### src/rtl/modint_pkg.sv
package modint_pkg;

  typedef enum logic [1:0] {
    SLOT_HOLD  = 2'd0,
    SLOT_LEFT  = 2'd1,
    SLOT_RIGHT = 2'd2,
    SLOT_CLEAR = 2'd3
  } slot_e;

  // Phase that follows ph in a divider of length div.
  function automatic int unsigned phase_after(input int unsigned ph, input int unsigned div);
    return (ph + 1 >= div) ? 0 : ph + 1;
  endfunction

  // Level of the companion clock in a given phase.
  function automatic logic clk_level(input int unsigned ph, input int unsigned div);
    return ph >= div / 2;
  endfunction

  // Which word the bus loads when entering phase ph_nx.
  function automatic slot_e slot_for(input logic act_nx, input int unsigned ph_nx,
                                     input int unsigned div);
    if (!act_nx)                 return SLOT_CLEAR;
    else if (ph_nx == 1)         return SLOT_LEFT;
    else if (ph_nx == div/2 + 1) return SLOT_RIGHT;
    else                         return SLOT_HOLD;
  endfunction

endpackage

### src/rtl/modint_clkdiv.sv
module modint_clkdiv
  import modint_pkg::*;
#(
  parameter int DIV   = 4,
  parameter int CNT_W = 2
) (
  input  logic             clk,
  input  logic             rst_n,
  input  logic             mme,
  output logic [CNT_W-1:0] cnt_q,
  output logic [CNT_W-1:0] cnt_nx,
  output logic             period_end,
  output logic             act_q,
  output logic             act_nx,
  output logic             modclk_q
);
  localparam logic [CNT_W-1:0] LAST   = CNT_W'(DIV - 1);
  localparam logic [CNT_W-1:0] HALF_C = CNT_W'(DIV / 2);

  assign cnt_nx     = CNT_W'(phase_after(32'(cnt_q), DIV));
  assign period_end = (cnt_q == LAST);
  assign act_nx     = period_end ? mme : act_q;

  always_ff @(posedge clk or negedge rst_n) begin
    if (!rst_n) begin
      cnt_q    <= '0;
      act_q    <= 1'b0;
      modclk_q <= 1'b0;
    end else begin
      cnt_q    <= cnt_nx;
      act_q    <= act_nx;
      modclk_q <= clk_level(32'(cnt_nx), DIV);
    end
  end

  assert_switch_at_boundary_R3: assert property (@(posedge clk) disable iff (!rst_n)
    !$stable(act_q) |-> (cnt_q == '0));

  assert_modclk_rise_R2: assert property (@(posedge clk) disable iff (!rst_n)
    $rose(modclk_q) |-> (cnt_q == HALF_C));

  assert_modclk_fall_R2: assert property (@(posedge clk) disable iff (!rst_n)
    $fell(modclk_q) |-> (cnt_q == '0));

  assert_phase_range_R2: assert property (@(posedge clk) disable iff (!rst_n)
    cnt_q <= LAST);

endmodule

### src/rtl/modint_capture.sv
module modint_capture #(
  parameter int DATA_W = 4
) (
  input  logic              clk,
  input  logic              rst_n,
  input  logic              cap_en,
  input  logic [DATA_W-1:0] left_in,
  input  logic [DATA_W-1:0] right_in,
  output logic [DATA_W-1:0] cap_l,
  output logic [DATA_W-1:0] cap_r
);
  always_ff @(posedge clk or negedge rst_n) begin
    if (!rst_n) begin
      cap_l <= '0;
      cap_r <= '0;
    end else if (cap_en) begin
      cap_l <= left_in;
      cap_r <= right_in;
    end
  end

  assert_pair_held_R5: assert property (@(posedge clk) disable iff (!rst_n)
    !cap_en |=> ($stable(cap_l) && $stable(cap_r)));

endmodule

### src/rtl/modint_outmux.sv
module modint_outmux
  import modint_pkg::*;
#(
  parameter int DATA_W = 4,
  parameter int DIV    = 4,
  parameter int CNT_W  = 2
) (
  input  logic              clk,
  input  logic              rst_n,
  input  slot_e             slot,
  input  logic [DATA_W-1:0] cap_l,
  input  logic [DATA_W-1:0] cap_r,
  input  logic [CNT_W-1:0]  cnt_q,
  input  logic              act_q,
  input  logic              modclk_q,
  input  logic              ser_in,
  output logic [DATA_W-1:0] d_q,
  output logic              oe_q,
  output logic              pin
);
  localparam logic [CNT_W-1:0] PH_LEFT  = CNT_W'(1);
  localparam logic [CNT_W-1:0] PH_RIGHT = CNT_W'(DIV / 2 + 1);

  always_ff @(posedge clk or negedge rst_n) begin
    if (!rst_n) begin
      d_q  <= '0;
      oe_q <= 1'b0;
    end else begin
      unique case (slot)
        SLOT_CLEAR: begin d_q <= '0;    oe_q <= 1'b0; end
        SLOT_LEFT:  begin d_q <= cap_l; oe_q <= 1'b1; end
        SLOT_RIGHT: begin d_q <= cap_r; oe_q <= 1'b1; end
        default:    begin               oe_q <= 1'b1; end
      endcase
    end
  end

  assign pin = act_q ? modclk_q : ser_in;

  assert_bus_moves_after_edge_R6: assert property (@(posedge clk) disable iff (!rst_n)
    !$stable(d_q) |-> (cnt_q == PH_LEFT || cnt_q == PH_RIGHT || cnt_q == '0));

  assert_idle_bus_zero_R4: assert property (@(posedge clk) disable iff (!rst_n)
    !oe_q |-> (d_q == '0));

  assert_oe_tracks_mode_R8: assert property (@(posedge clk) disable iff (!rst_n)
    oe_q == act_q);

endmodule

### src/rtl/modstream_interleaver.sv
module modstream_interleaver
  import modint_pkg::*;
#(
  parameter int DATA_W = 4,
  parameter int DIV    = 4
) (
  input  logic              mclk,
  input  logic              rst_n,
  input  logic              mode_en,
  input  logic [DATA_W-1:0] left_word,
  input  logic [DATA_W-1:0] right_word,
  input  logic              ser_data_in,
  output logic [DATA_W-1:0] mod_d,
  output logic              mod_d_oe,
  output logic              shared_out
);
  localparam int CNT_W = (DIV > 2) ? $clog2(DIV) : 1;

  logic [CNT_W-1:0]  cnt_q, cnt_nx;
  logic              period_end, act_q, act_nx, modclk_q;
  logic [DATA_W-1:0] cap_l, cap_r;
  slot_e             slot;

  modint_clkdiv #(.DIV(DIV), .CNT_W(CNT_W)) u_div (
    .clk(mclk), .rst_n(rst_n), .mme(mode_en),
    .cnt_q(cnt_q), .cnt_nx(cnt_nx), .period_end(period_end),
    .act_q(act_q), .act_nx(act_nx), .modclk_q(modclk_q)
  );

  modint_capture #(.DATA_W(DATA_W)) u_cap (
    .clk(mclk), .rst_n(rst_n), .cap_en(period_end),
    .left_in(left_word), .right_in(right_word),
    .cap_l(cap_l), .cap_r(cap_r)
  );

  assign slot = slot_for(act_nx, 32'(cnt_nx), DIV);

  modint_outmux #(.DATA_W(DATA_W), .DIV(DIV), .CNT_W(CNT_W)) u_mux (
    .clk(mclk), .rst_n(rst_n), .slot(slot),
    .cap_l(cap_l), .cap_r(cap_r), .cnt_q(cnt_q),
    .act_q(act_q), .modclk_q(modclk_q), .ser_in(ser_data_in),
    .d_q(mod_d), .oe_q(mod_d_oe), .pin(shared_out)
  );

endmodule

### config.mk
export PLATFORM = sky130hd
export DESIGN_NAME = modstream_interleaver
export DESIGN_NICKNAME = d
export VERILOG_FILES = /design/src/rtl/modint_pkg.sv /design/src/rtl/modint_clkdiv.sv /design/src/rtl/modint_capture.sv /design/src/rtl/modint_outmux.sv /design/src/rtl/modstream_interleaver.sv
export SDC_FILE = /design/constraint.sdc
export NUM_CORES = 1
export LEC_CHECK = 0
export BUFFER_PORTS_ARGS = -buffer_cell sky130_fd_sc_hd__clkbuf_2
export CORE_MARGIN = 5
export CORE_UTILIZATION = 44
export DETAILED_ROUTE_END_ITERATION = 10
export PLACE_DENSITY_LB_ADDON = 0.25
export SKIP_LAST_GASP = 1
export SLEW_MARGIN = 10
export SYNTH_ARGS = -nofsm -noshare
export SYNTH_HDL_FRONTEND = slang
export SYNTH_SLANG_ARGS = --single-unit
### constraint.sdc
create_clock -name mclk -period 2 [get_ports mclk]
set_input_delay 0.4 -clock mclk [delete_from_list [all_inputs] [get_ports mclk]]
set_output_delay 0.4 -clock mclk [all_outputs]
set_load 0.1 [all_outputs]
==> metrics.csv, run 1 <==
stage,metric,value,unit
sta,Max-slew headroom,64.02,%
worst_setup_path,reg2reg setup slack,110,ps
worst_setup_path,CP startpoint,u_div.cnt_q[0],
clock_tree,CTS H-tree depth,1,
clock_tree,Clock Latency Late Sink,270,ps
power,Reg power frac,55.7,%
power,Leakage,0.4212,nW
synth,post-synthesis sequential area ratio,53.96,%
die,chip height,49.76,µm
die,# IOs,18,
clock_tree,clock transition at the registers of the reported paths,80,ps
power,power consumption,579.3,µW
routing,DRC viols,0,
worst_setup_path,cell family with most CP delay,simple AND/OR/NAND/NOR gates,
routing,wire per inst,12.74,µm
synth,area of the mapped netlist,695.7,µm²
sta,Fin. Hold Viols,0,
worst_setup_path,Worst Path Required,2200,ps
clock_tree,post-CTS setup buffer count,0,
synth,post-synth top area cell,dfrtp_1,
die,die area,2476,µm²
clock_tree,Num CTS Buffers,3,
die,site row count,14,
layout,Final Cell Area,832.0,µm²
sta,Final WS setup,108.2,ps
worst_setup_path,Crit path buffers/inverters,0,
synth,"EDFF count, synth",0,
synth,Synth cell types,12,
synth,Synth top area share,53.96,%
worst_setup_path,Reg2Reg Depth,6,
clock_tree,CTS tree,done,
synth,ys flop type,dfrtp_1,
die,Die X,49.76,µm
sta,final setup vio count,0,
synth,top-count cell post-synth,dfrtp_1,
power,clock network power share,28.7,%
global_routing,first-pass GRT wire length,1994,µm
worst_setup_path,CP endpoint kind,register,
placement,placed cell areas,805.8,µm²
layout,fin cells,92,
sta,worst slew pin tran,542.0,ps
layout,utilization after layout,55.23,%
routing,DRT iter0 DRCs,4,
layout,Fillers,139,
worst_setup_path,worst r2r src,u_div.cnt_q[0],
placement,Buffers on Ports,17,
global_routing,vias in the first global route,470,
worst_setup_path,"slowest stage delay, CP",420,ps
job,max-cap violation count,0,
placement,DP Cell Count,88,
worst_setup_path,crit-path max FO,5,
global_routing,largest net degree at the start of global routing,16,
sta,Final Cycle Share,94.59,%
sta,Fin Hold WS,18.91,ps
sta,Max Transition Viols Final,0,
outcome,status,finished clean,
sta,Tmin final,1892,ps
clock_tree,clock buffer depth,2,
worst_setup_path,startpoint types,register,
synth,"Async S/R FF share, synth",100.0,%
worst_setup_path,cell mode on critical path,ha_1,
min_path,class of the worst hold path,in -> async,
sta,Fin Clk Skew,0.7716,ps
power,Net Switching,158.7,µW
power,PD cells,696.2,nW/µm²
die,Core Area,1506,µm²
layout,number of inserted diodes,0,
synth,Area contributors post-synth,"dfrtp_1 (54%), mux2_2 (15%), ha_1 (13%)",
global_routing,initial antenna violation count,0,
placement,routability congestion estimate,0.7602,
worst_setup_path,Worst Setup EP,u_mux.d_q[2],
clock_tree,Num Clock Sinks,15,
worst_setup_path,CP max-delay cell,dfrtp_1,
worst_setup_path,WP depth,6,
routing,DRT antenna net count,0,
global_routing,total track usage,10.69,%
power,total internal power,420.6,µW
worst_setup_path,CP arrival,2090,ps
clock_tree,clk root buf,clkbuf_4,
routing,vias after detailed routing,451,
layout,area grow syn2layout,19.60,%
layout,layout cells sized above 1,44.74,%
power,VDD IR max,0.4329,mV
global_routing,GRT overflow,0,
sta,Final TNS setup,0,ps
sta,Fmax,528.6,MHz
synth,Mapped Cells,54,
routing,Via density,4.902,
routing,DRT Wirelength,1172,µm
power,Comb pwr share,15.6,%
worst_setup_path,"Critical Path, Cell by Cell",ha_1 > mux2i_2 > or2_1 > ha_1 > or2_2 > o21ai_0,
placement,DP Worst Slack,119.8,ps
synth,Avg Inst Size Synth,12.88,µm²
synth,Synth top cells by count,"dfrtp_1 (15), mux2_2 (9), ha_1 (7)",
synth,Yosys Warn Count,0,
die,Initial Util,46.18,%
worst_setup_path,CP Class,reg -> reg,
worst_setup_path,FF-to-FF End,u_mux.d_q[2],
layout,final net count,96,
power,switching part of the total,27.39,%
sta,RSZ-0062 raised after global routing,false,
routing,first-pass iteration count of the detailed router,4,
synth,Post-Syn Nets,73,
synth,Synth Register Bits,15,
## area by class of cell
type | instances | area [µm²] | share of cell area (%)
multi-input cells | 35 | 297.8 | 35.79
repair buffers | 19 | 100.1 | 12.03
flip-flops and latches | 15 | 376.6 | 45.26
inverters | 3 | 11.26 | 1.353
clock buffers | 4 | 26.28 | 3.158
well taps | 16 | 20.02 | 2.406
## power by group through the flow
stage                     clock network (mW)  logic (mW)  registers [mW]
after global placement                     0      0.0897           0.329
after CTS                              0.176      0.0908           0.323
final                                  0.166      0.0902           0.323
after detailed placement                   0      0.0903           0.329
after global routing                   0.191      0.0971           0.325
after floorplan                            0      0.0338           0.358
## per-layer routing
layer | up-vias | GRT usage, % | share of wire, %
li1 | 228 | - | -
met1 | 203 | 12.95 | 47
met2 | 16 | 16.31 | 45
met3 | 4 | 4.217 | 6.9
met4 | 0 | 5.240 | 1.2
met5 | - | 0 | 0
## what timing repair did
item	4_1_cts	5_1_grt
resized for setup	0	1
hold buffers	0	0
endpoints found under the setup margin	0	1
## layout by cell type (no fill, tap or decap)
cell type / instances
a22oi_1: 4
buf_4: 2
clkbuf_4: 3
clkbuf_1: 1
or2_2: 1
dfrtp_2: 1
ha_1: 7
o21ai_0: 3
clkbuf_2: 17
inv_1: 3
o21ai_1: 1
mux2_2: 9
nor2_1: 3
nand2_1: 4
mux2i_2: 1
or2_1: 2
dfrtp_1: 14
## worst min path at each step
stage / startpoint / endpoint / cells after the start
final: rst_n / u_mux.d_q[1] / 1
after global routing: rst_n / u_mux.d_q[0] / 1
after CTS: rst_n / u_mux.d_q[3] / 1
after detailed placement: rst_n / u_mux.d_q[3] / 1
after global placement: rst_n / u_mux.d_q[3] / 1
after floorplan: rst_n / u_cap.cap_l[0] / 0
## cell families (layout without fill, tap and decap cells)
group	Yosys count	count (layout)	synth area share, %
AO/OA/AOI/OAI	8	8	7.195
adder cells (fa/ha/maj)	7	7	12.59
buffers and inverters	4	26	3.237
flip-flops	15	15	53.96
multiplexers	10	10	16.55
AND/OR/NAND/NOR	10	10	6.474
## worst reg2reg max path: stages, from the launching register on
cell and delay, ps:
dfrtp_1 420, ha_1 240, mux2i_2 180, or2_1 220, ha_1 270, or2_2 320, o21ai_0 160
## state kept, by name (all words and copies together) (netlist names)
register	count
u_cap.cap_r	4
u_div.cnt_q	2
u_cap.cap_l	4
u_div.act_q	1
u_mux.d_q	4
(Power assumes the default switching activity.)
==> run 2, diff against run 1 <==
--- a/config.mk
+++ b/config.mk
@@ -7,11 +7,13 @@
 export LEC_CHECK = 0
 export BUFFER_PORTS_ARGS = -buffer_cell sky130_fd_sc_hd__clkbuf_2
 export CORE_MARGIN = 5
-export CORE_UTILIZATION = 44
+export CORE_UTILIZATION = 46
+export CTS_BUF_LIST = sky130_fd_sc_hd__clkbuf_4 sky130_fd_sc_hd__clkbuf_8 sky130_fd_sc_hd__clkbuf_16
 export DETAILED_ROUTE_END_ITERATION = 10
 export PLACE_DENSITY_LB_ADDON = 0.25
 export SKIP_LAST_GASP = 1
 export SLEW_MARGIN = 10
 export SYNTH_ARGS = -nofsm -noshare
 export SYNTH_HDL_FRONTEND = slang
+export SYNTH_HIERARCHICAL = 1
 export SYNTH_SLANG_ARGS = --single-unit
==> run 2 against run 1 <==
First-iteration DRC count is 25% higher. Clock skew hardly changed. Cell count down 2.2%. Sequential share of layout area decreased by 0.065 points. Critical path depth increased by 1. Clock-buffer cell count shrank 1. Routed wire length up 6.5%. Area after synthesis up 9.5%. Hold slack improved by 15 ps. Flip-flop and latch count is 1 higher. Sequential power rose by 6.8%.
==> metrics.csv, run 2 <==
stage,metric,value,unit,change
layout,utilization after layout,57.47,%,+2.2 points
clock_tree,clock transition at the registers of the reported paths,80,ps,about the same
routing,DRC viols,0,,unchanged
synth,Post-Syn Nets,72,,-1.4%
power,VDD IR max,0.4118,mV,-4.9%
worst_setup_path,CP Class,reg -> reg,,
layout,Final Cell Area,885.9,µm²,+6.5%
clock_tree,Num Clock Sinks,16,,+1
layout,final net count,94,,-2.1%
routing,vias after detailed routing,449,,-0.44%
synth,Mapped Cells,54,,unchanged
routing,DRT Wirelength,1248,µm,+6.5%
worst_setup_path,"slowest stage delay, CP",410,ps,about the same
placement,DP Wirelength,979.2,µm,
die,Core Area,1541,µm²,+2.3%
clock_tree,post_cts resized,0,,unchanged
clock_tree,clock buffer depth,2,,unchanged
power,Leakage,0.4472,nW,+6.2%
global_routing,initial antenna violation count,0,,unchanged
clock_tree,Num CTS Buffers,3,,unchanged
clock_tree,CTS H-tree depth,1,,unchanged
placement,Buffers on Ports,17,,unchanged
global_routing,total track usage,11.46,%,+0.77 points
placement,DP Worst Slack,207.7,ps,+87.89 ps
routing,met1 wire length,600,µm,+8.3%
clock_tree,cts hold-fix bufs,0,,unchanged
sta,Fin. Hold Viols,0,,unchanged
layout,Top Registers,"u_cap/cap_l x4, u_cap/cap_r x4, u_mux/d_q x4",,
die,Initial Util,49.43,%,+3.3 points
worst_setup_path,reg2reg setup slack,190,ps,+80 ps
die,chip height,50.70,µm,+1.9%
job,max-cap violation count,0,,unchanged
sta,Final WS setup,186.3,ps,+78.07 ps
sta,Fin Clk Skew,1.180,ps,+0.4089 ps
sta,Final Cycle Share,90.68,%,-3.9 points
routing,DRT iter0 DRCs,5,,+1
worst_setup_path,CP arrival,1980,ps,-110 ps
sta,Tmin final,1814,ps,-78.08 ps
outcome,status,finished clean,,
layout,fin cells,90,,-2.2%
layout,number of inserted diodes,0,,unchanged
worst_setup_path,cell family with most CP delay,adder cells,,
sta,Final TNS setup,0,ps,unchanged
worst_setup_path,"Critical Path, Cell by Cell",ha_1 > mux2_4 > o21ai_2 > inv_1 > ha_1 > a22oi_1 > o21ai_2,,
sta,Fmax,551.4,MHz,+4.3%
sta,worst slew pin tran,540.8,ps,-1.168 ps
die,Die X,50.70,µm,+1.9%
sta,final setup vio count,0,,unchanged
synth,area of the mapped netlist,762.0,µm²,+9.5%
placement,routability congestion estimate,0.6476,,-15%
global_routing,GRT overflow,0,,unchanged
worst_setup_path,startpoint types,register,,
synth,Yosys Warn Count,6,,+6
worst_setup_path,CP max-delay cell,dfrtp_1,,
routing,routed wl met2,544,µm,+4.2%
clock_tree,clk root buf,clkbuf_4,,
routing,first-pass iteration count of the detailed router,3,,-1
routing,DRT antenna net count,0,,unchanged
power,PD cells,688.1,nW/µm²,-1.2%
layout,area grow syn2layout,16.26,%,
worst_setup_path,Crit path buffers/inverters,1,,+1
placement,DP Cell Count,87,,-1.1%
worst_setup_path,crit-path max FO,4,,-1
layout,"commonest non-fill, non-tap cell in the layout",clkbuf_2,,
sta,Max-slew headroom,64.10,%,+0.077 points
routing,uppermost layer routed,met4,,
die,site row count,14,,unchanged
worst_setup_path,CP endpoint kind,register,,
sta,Max Transition Viols Final,0,,unchanged
sta,RSZ-0062 raised after global routing,false,,
global_routing,vias in the first global route,472,,+0.43%
die,die area,2570,µm²,+3.8%
layout,most frequent cells in the layout,"clkbuf_2 (17), dfrtp_1 (16), mux2_4 (9)",,
routing,wire per inst,13.87,µm,+8.9%
layout,layout cells sized above 1,50.00,%,+5.3 points
routing,metal3 WL,93,µm,+15%
clock_tree,Clock Latency Late Sink,270,ps,about the same
worst_setup_path,Worst Path Required,2170,ps,-30 ps
routing,Via density,4.989,,+1.8%
placement,placed cell areas,863.3,µm²,+7.1%
min_path,class of the worst hold path,in -> async,,
synth,Avg Inst Size Synth,14.11,µm²,+9.5%
clock_tree,post-CTS setup buffer count,0,,unchanged
global_routing,largest net degree at the start of global routing,17,,+1
global_routing,first-pass GRT wire length,2166,µm,+8.6%
die,# IOs,18,,unchanged
clock_tree,CTS tree,done,,
## run 2: power by group
part | internal (mW) | total [mW] | switching, mW
Combinational | 0.0362 | 0.106 | 0.0697
Clock | 0.0697 | 0.159 | 0.0893
Sequential | 0.337 | 0.345 | 0.00782
Total | 0.443 | 0.610 | 0.167
## run 2: layer usage
metal	track usage, %	up-vias
li1	-	226
met1	15.63	209
met2	14.88	12
met3	4.142	2
met4	7.660	0
met5	0	-
## run 2: worst paths after layout
kind                                      from             end  cells past startpoint
worst max-delay path            u_div/cnt_q[0]    u_mux/d_q[0]                      7
worst min-delay path                     rst_n      u_mux/oe_q                      1
worst max register to register  u_div/cnt_q[0]    u_mux/d_q[0]                      7
worst min register to register    u_mux/d_q[2]    u_mux/d_q[2]                      2
max in group asynchronous                rst_n  u_cap/cap_r[2]                      1
min in group mclk                right_word[3]  u_cap/cap_r[3]                      2
## run 2: final cells by class
cell class / count / area [µm²]
multi-input combinational: 33 / 335.3
timing repair buffer: 18 / 92.59
sequential: 16 / 400.4
clock buffer: 3 / 22.52
fill: 140 / 655.6
inverter: 4 / 15.01
tap: 16 / 20.02
## run 2: per-stage QoR
stage	hold WS [ps]	power (mW)
floorplan	104.4	0.4280
global placement	337.8	0.4558
detailed placement	338.3	0.4583
CTS	29.30	0.6191
global route	42.39	0.6489
finish	33.89	0.6095
==> run 3, diff against run 2 <==
--- a/config.mk
+++ b/config.mk
@@ -5,11 +5,11 @@
 export SDC_FILE = /design/constraint.sdc
 export NUM_CORES = 1
 export LEC_CHECK = 0
-export BUFFER_PORTS_ARGS = -buffer_cell sky130_fd_sc_hd__clkbuf_2
 export CORE_MARGIN = 5
-export CORE_UTILIZATION = 46
+export CORE_UTILIZATION = 53
 export CTS_BUF_LIST = sky130_fd_sc_hd__clkbuf_4 sky130_fd_sc_hd__clkbuf_8 sky130_fd_sc_hd__clkbuf_16
 export DETAILED_ROUTE_END_ITERATION = 10
+export DONT_BUFFER_PORTS = 1
 export PLACE_DENSITY_LB_ADDON = 0.25
 export SKIP_LAST_GASP = 1
 export SLEW_MARGIN = 10
==> run 3 against run 2 <==
Setup slack improved by 19 ps. Via count fell by 3.1%. Power rose by 6.9%. Routed wire length fell by 5.5%. Cell count fell by 12%. Clock power rose by 31%. Critical path type unchanged.
==> metrics.csv, run 3 (same netlist as run 2, synthesis figures left out) <==
stage,metric,value,unit,change
outcome,status,finished clean,,
worst_setup_path,crit-path max FO,4,,unchanged
clock_tree,CTS H-tree depth,1,,unchanged
placement,DP Wirelength,920.1,µm,-6.0%
clock_tree,cts hold-fix bufs,1,,+1
layout,utilization after layout,64.54,%,+7.1 points
global_routing,total track usage,12.77,%,+1.3 points
clock_tree,clk root buf,clkbuf_4,,
placement,routability congestion estimate,0.6866,,+6.0%
worst_setup_path,CP endpoint kind,register,,
worst_setup_path,startpoint types,register,,
sta,Fin. Hold Viols,0,,unchanged
job,max-cap violation count,0,,unchanged
sta,worst slew pin tran,673.9,ps,+133.1 ps
sta,Fmax,557.3,MHz,+1.1%
routing,DRC viols,0,,unchanged
routing,vias after detailed routing,435,,-3.1%
layout,area grow syn2layout,12.97,%,
layout,"commonest non-fill, non-tap cell in the layout",dfrtp_1,,
die,Initial Util,57.13,%,+7.7 points
routing,wire per inst,14.92,µm,+7.6%
sta,Max-slew headroom,54.92,%,-9.2 points
die,Die X,47.92,µm,-5.5%
worst_setup_path,CP arrival,1980,ps,about the same
clock_tree,CTS tree,done,,
clock_tree,Clock Latency Late Sink,280,ps,about the same
routing,DRT iter0 DRCs,1,,-4
min_path,class of the worst hold path,in -> reg,,
die,Core Area,1334,µm²,-13%
global_routing,largest net degree at the start of global routing,17,,unchanged
global_routing,first-pass GRT wire length,1966,µm,-9.2%
sta,RSZ-0062 raised after global routing,false,,
die,site row count,13,,-1
layout,Top Registers,"u_cap/cap_l x4, u_cap/cap_r x4, u_mux/d_q x4",,
power,Leakage,0.4122,nW,-7.8%
die,die area,2296,µm²,-11%
routing,Via density,5.506,,+10%
worst_setup_path,reg2reg setup slack,210,ps,+20 ps
sta,Max Transition Viols Final,0,,unchanged
die,# IOs,18,,unchanged
layout,most frequent cells in the layout,"dfrtp_1 (16), mux2_4 (9), nand2_1 (6), buf_4 (6), ha_1 (6)",,
clock_tree,clock buffer depth,2,,unchanged
clock_tree,clock transition at the registers of the reported paths,90,ps,about the same
layout,number of inserted diodes,0,,unchanged
global_routing,initial antenna violation count,0,,unchanged
routing,DRT antenna net count,0,,unchanged
placement,Buffers on Ports,0,,-17
sta,Final TNS setup,0,ps,unchanged
clock_tree,post-CTS setup buffer count,0,,unchanged
sta,Tmin final,1794,ps,-19.29 ps
power,VDD IR max,0.4777,mV,+16%
clock_tree,Num Clock Sinks,16,,unchanged
clock_tree,Num CTS Buffers,3,,unchanged
layout,layout cells sized above 1,40.63,%,-9.4 points
layout,final net count,83,,-12%
routing,DRT Wirelength,1179,µm,-5.5%
power,PD cells,757.1,nW/µm²,+10%
global_routing,GRT overflow,0,,unchanged
sta,Final Cycle Share,89.72,%,-0.96 points
worst_setup_path,Worst Path Required,2180,ps,about the same
clock_tree,post_cts resized,0,,unchanged
global_routing,vias in the first global route,459,,-2.8%
sta,Fin Clk Skew,7.775,ps,+6.595 ps
worst_setup_path,CP Class,reg -> reg,,
layout,fin cells,79,,-12%
sta,final setup vio count,0,,unchanged
routing,first-pass iteration count of the detailed router,4,,+1
die,chip height,47.92,µm,-5.5%
placement,DP Cell Count,74,,-15%
[run 3: area by class of cell]
class | count | area [µm²]
Multi-Input combinational cell | 33 | 335.3
Sequential cell | 16 | 400.4
Timing Repair Buffer | 7 | 55.05
Inverter | 4 | 15.01
Clock buffer | 4 | 36.28
Fill cell | 116 | 473.0
Tap cell | 15 | 18.77
[run 3: metrics by stage]
stage	setup slack (ps)	total power [mW]	hold slack [ps]	instance area [µm²]
after floorplan	303.7	0.4280	104.4	762.0
after global placement	258.9	0.4417	104.8	814.5
after detailed placement	212.2	0.4425	104.8	814.5
after CTS	206.9	0.6619	243.5	860.8
after global routing	55.41	0.6800	235.1	860.8
final	205.6	0.6517	252.6	860.8
[run 3: power by group]
group	switching [mW]	total (mW)	internal, mW
registers	0.00728	0.344	0.337
logic	0.0660	0.0981	0.0321
clock network	0.0987	0.209	0.111
[run 3: worst max-delay path: stages (launching register included)]
cell     delay, ps
dfrtp_1        410
ha_1           240
mux2_4         320
o21ai_2         80
inv_1           90
ha_1           250
a22oi_1        240
o21ai_2         70
[run 3: worst paths after layout]
kind,start,endpoint,depth (start not counted)
setup / recovery,u_div/cnt_q[0],u_mux/d_q[0],7
hold / removal,left_word[2],u_cap/cap_l[2],1
setup reg to reg,u_div/cnt_q[0],u_mux/d_q[0],7
hold reg to reg,u_mux/d_q[1],u_mux/d_q[1],2
max in group asynchronous,rst_n,u_div/cnt_q[0],1
min in group asynchronous,rst_n,u_mux/d_q[1],1
[run 3: per-layer routing]
metal  up-vias  global-route usage (%)  wire, µm
li1        212                       -         -
met3         2                   4.511       100
met4         0                   8.065        21
met2        15                   20.05       532
met1       206                   14.69       524
met5         -                       0         0
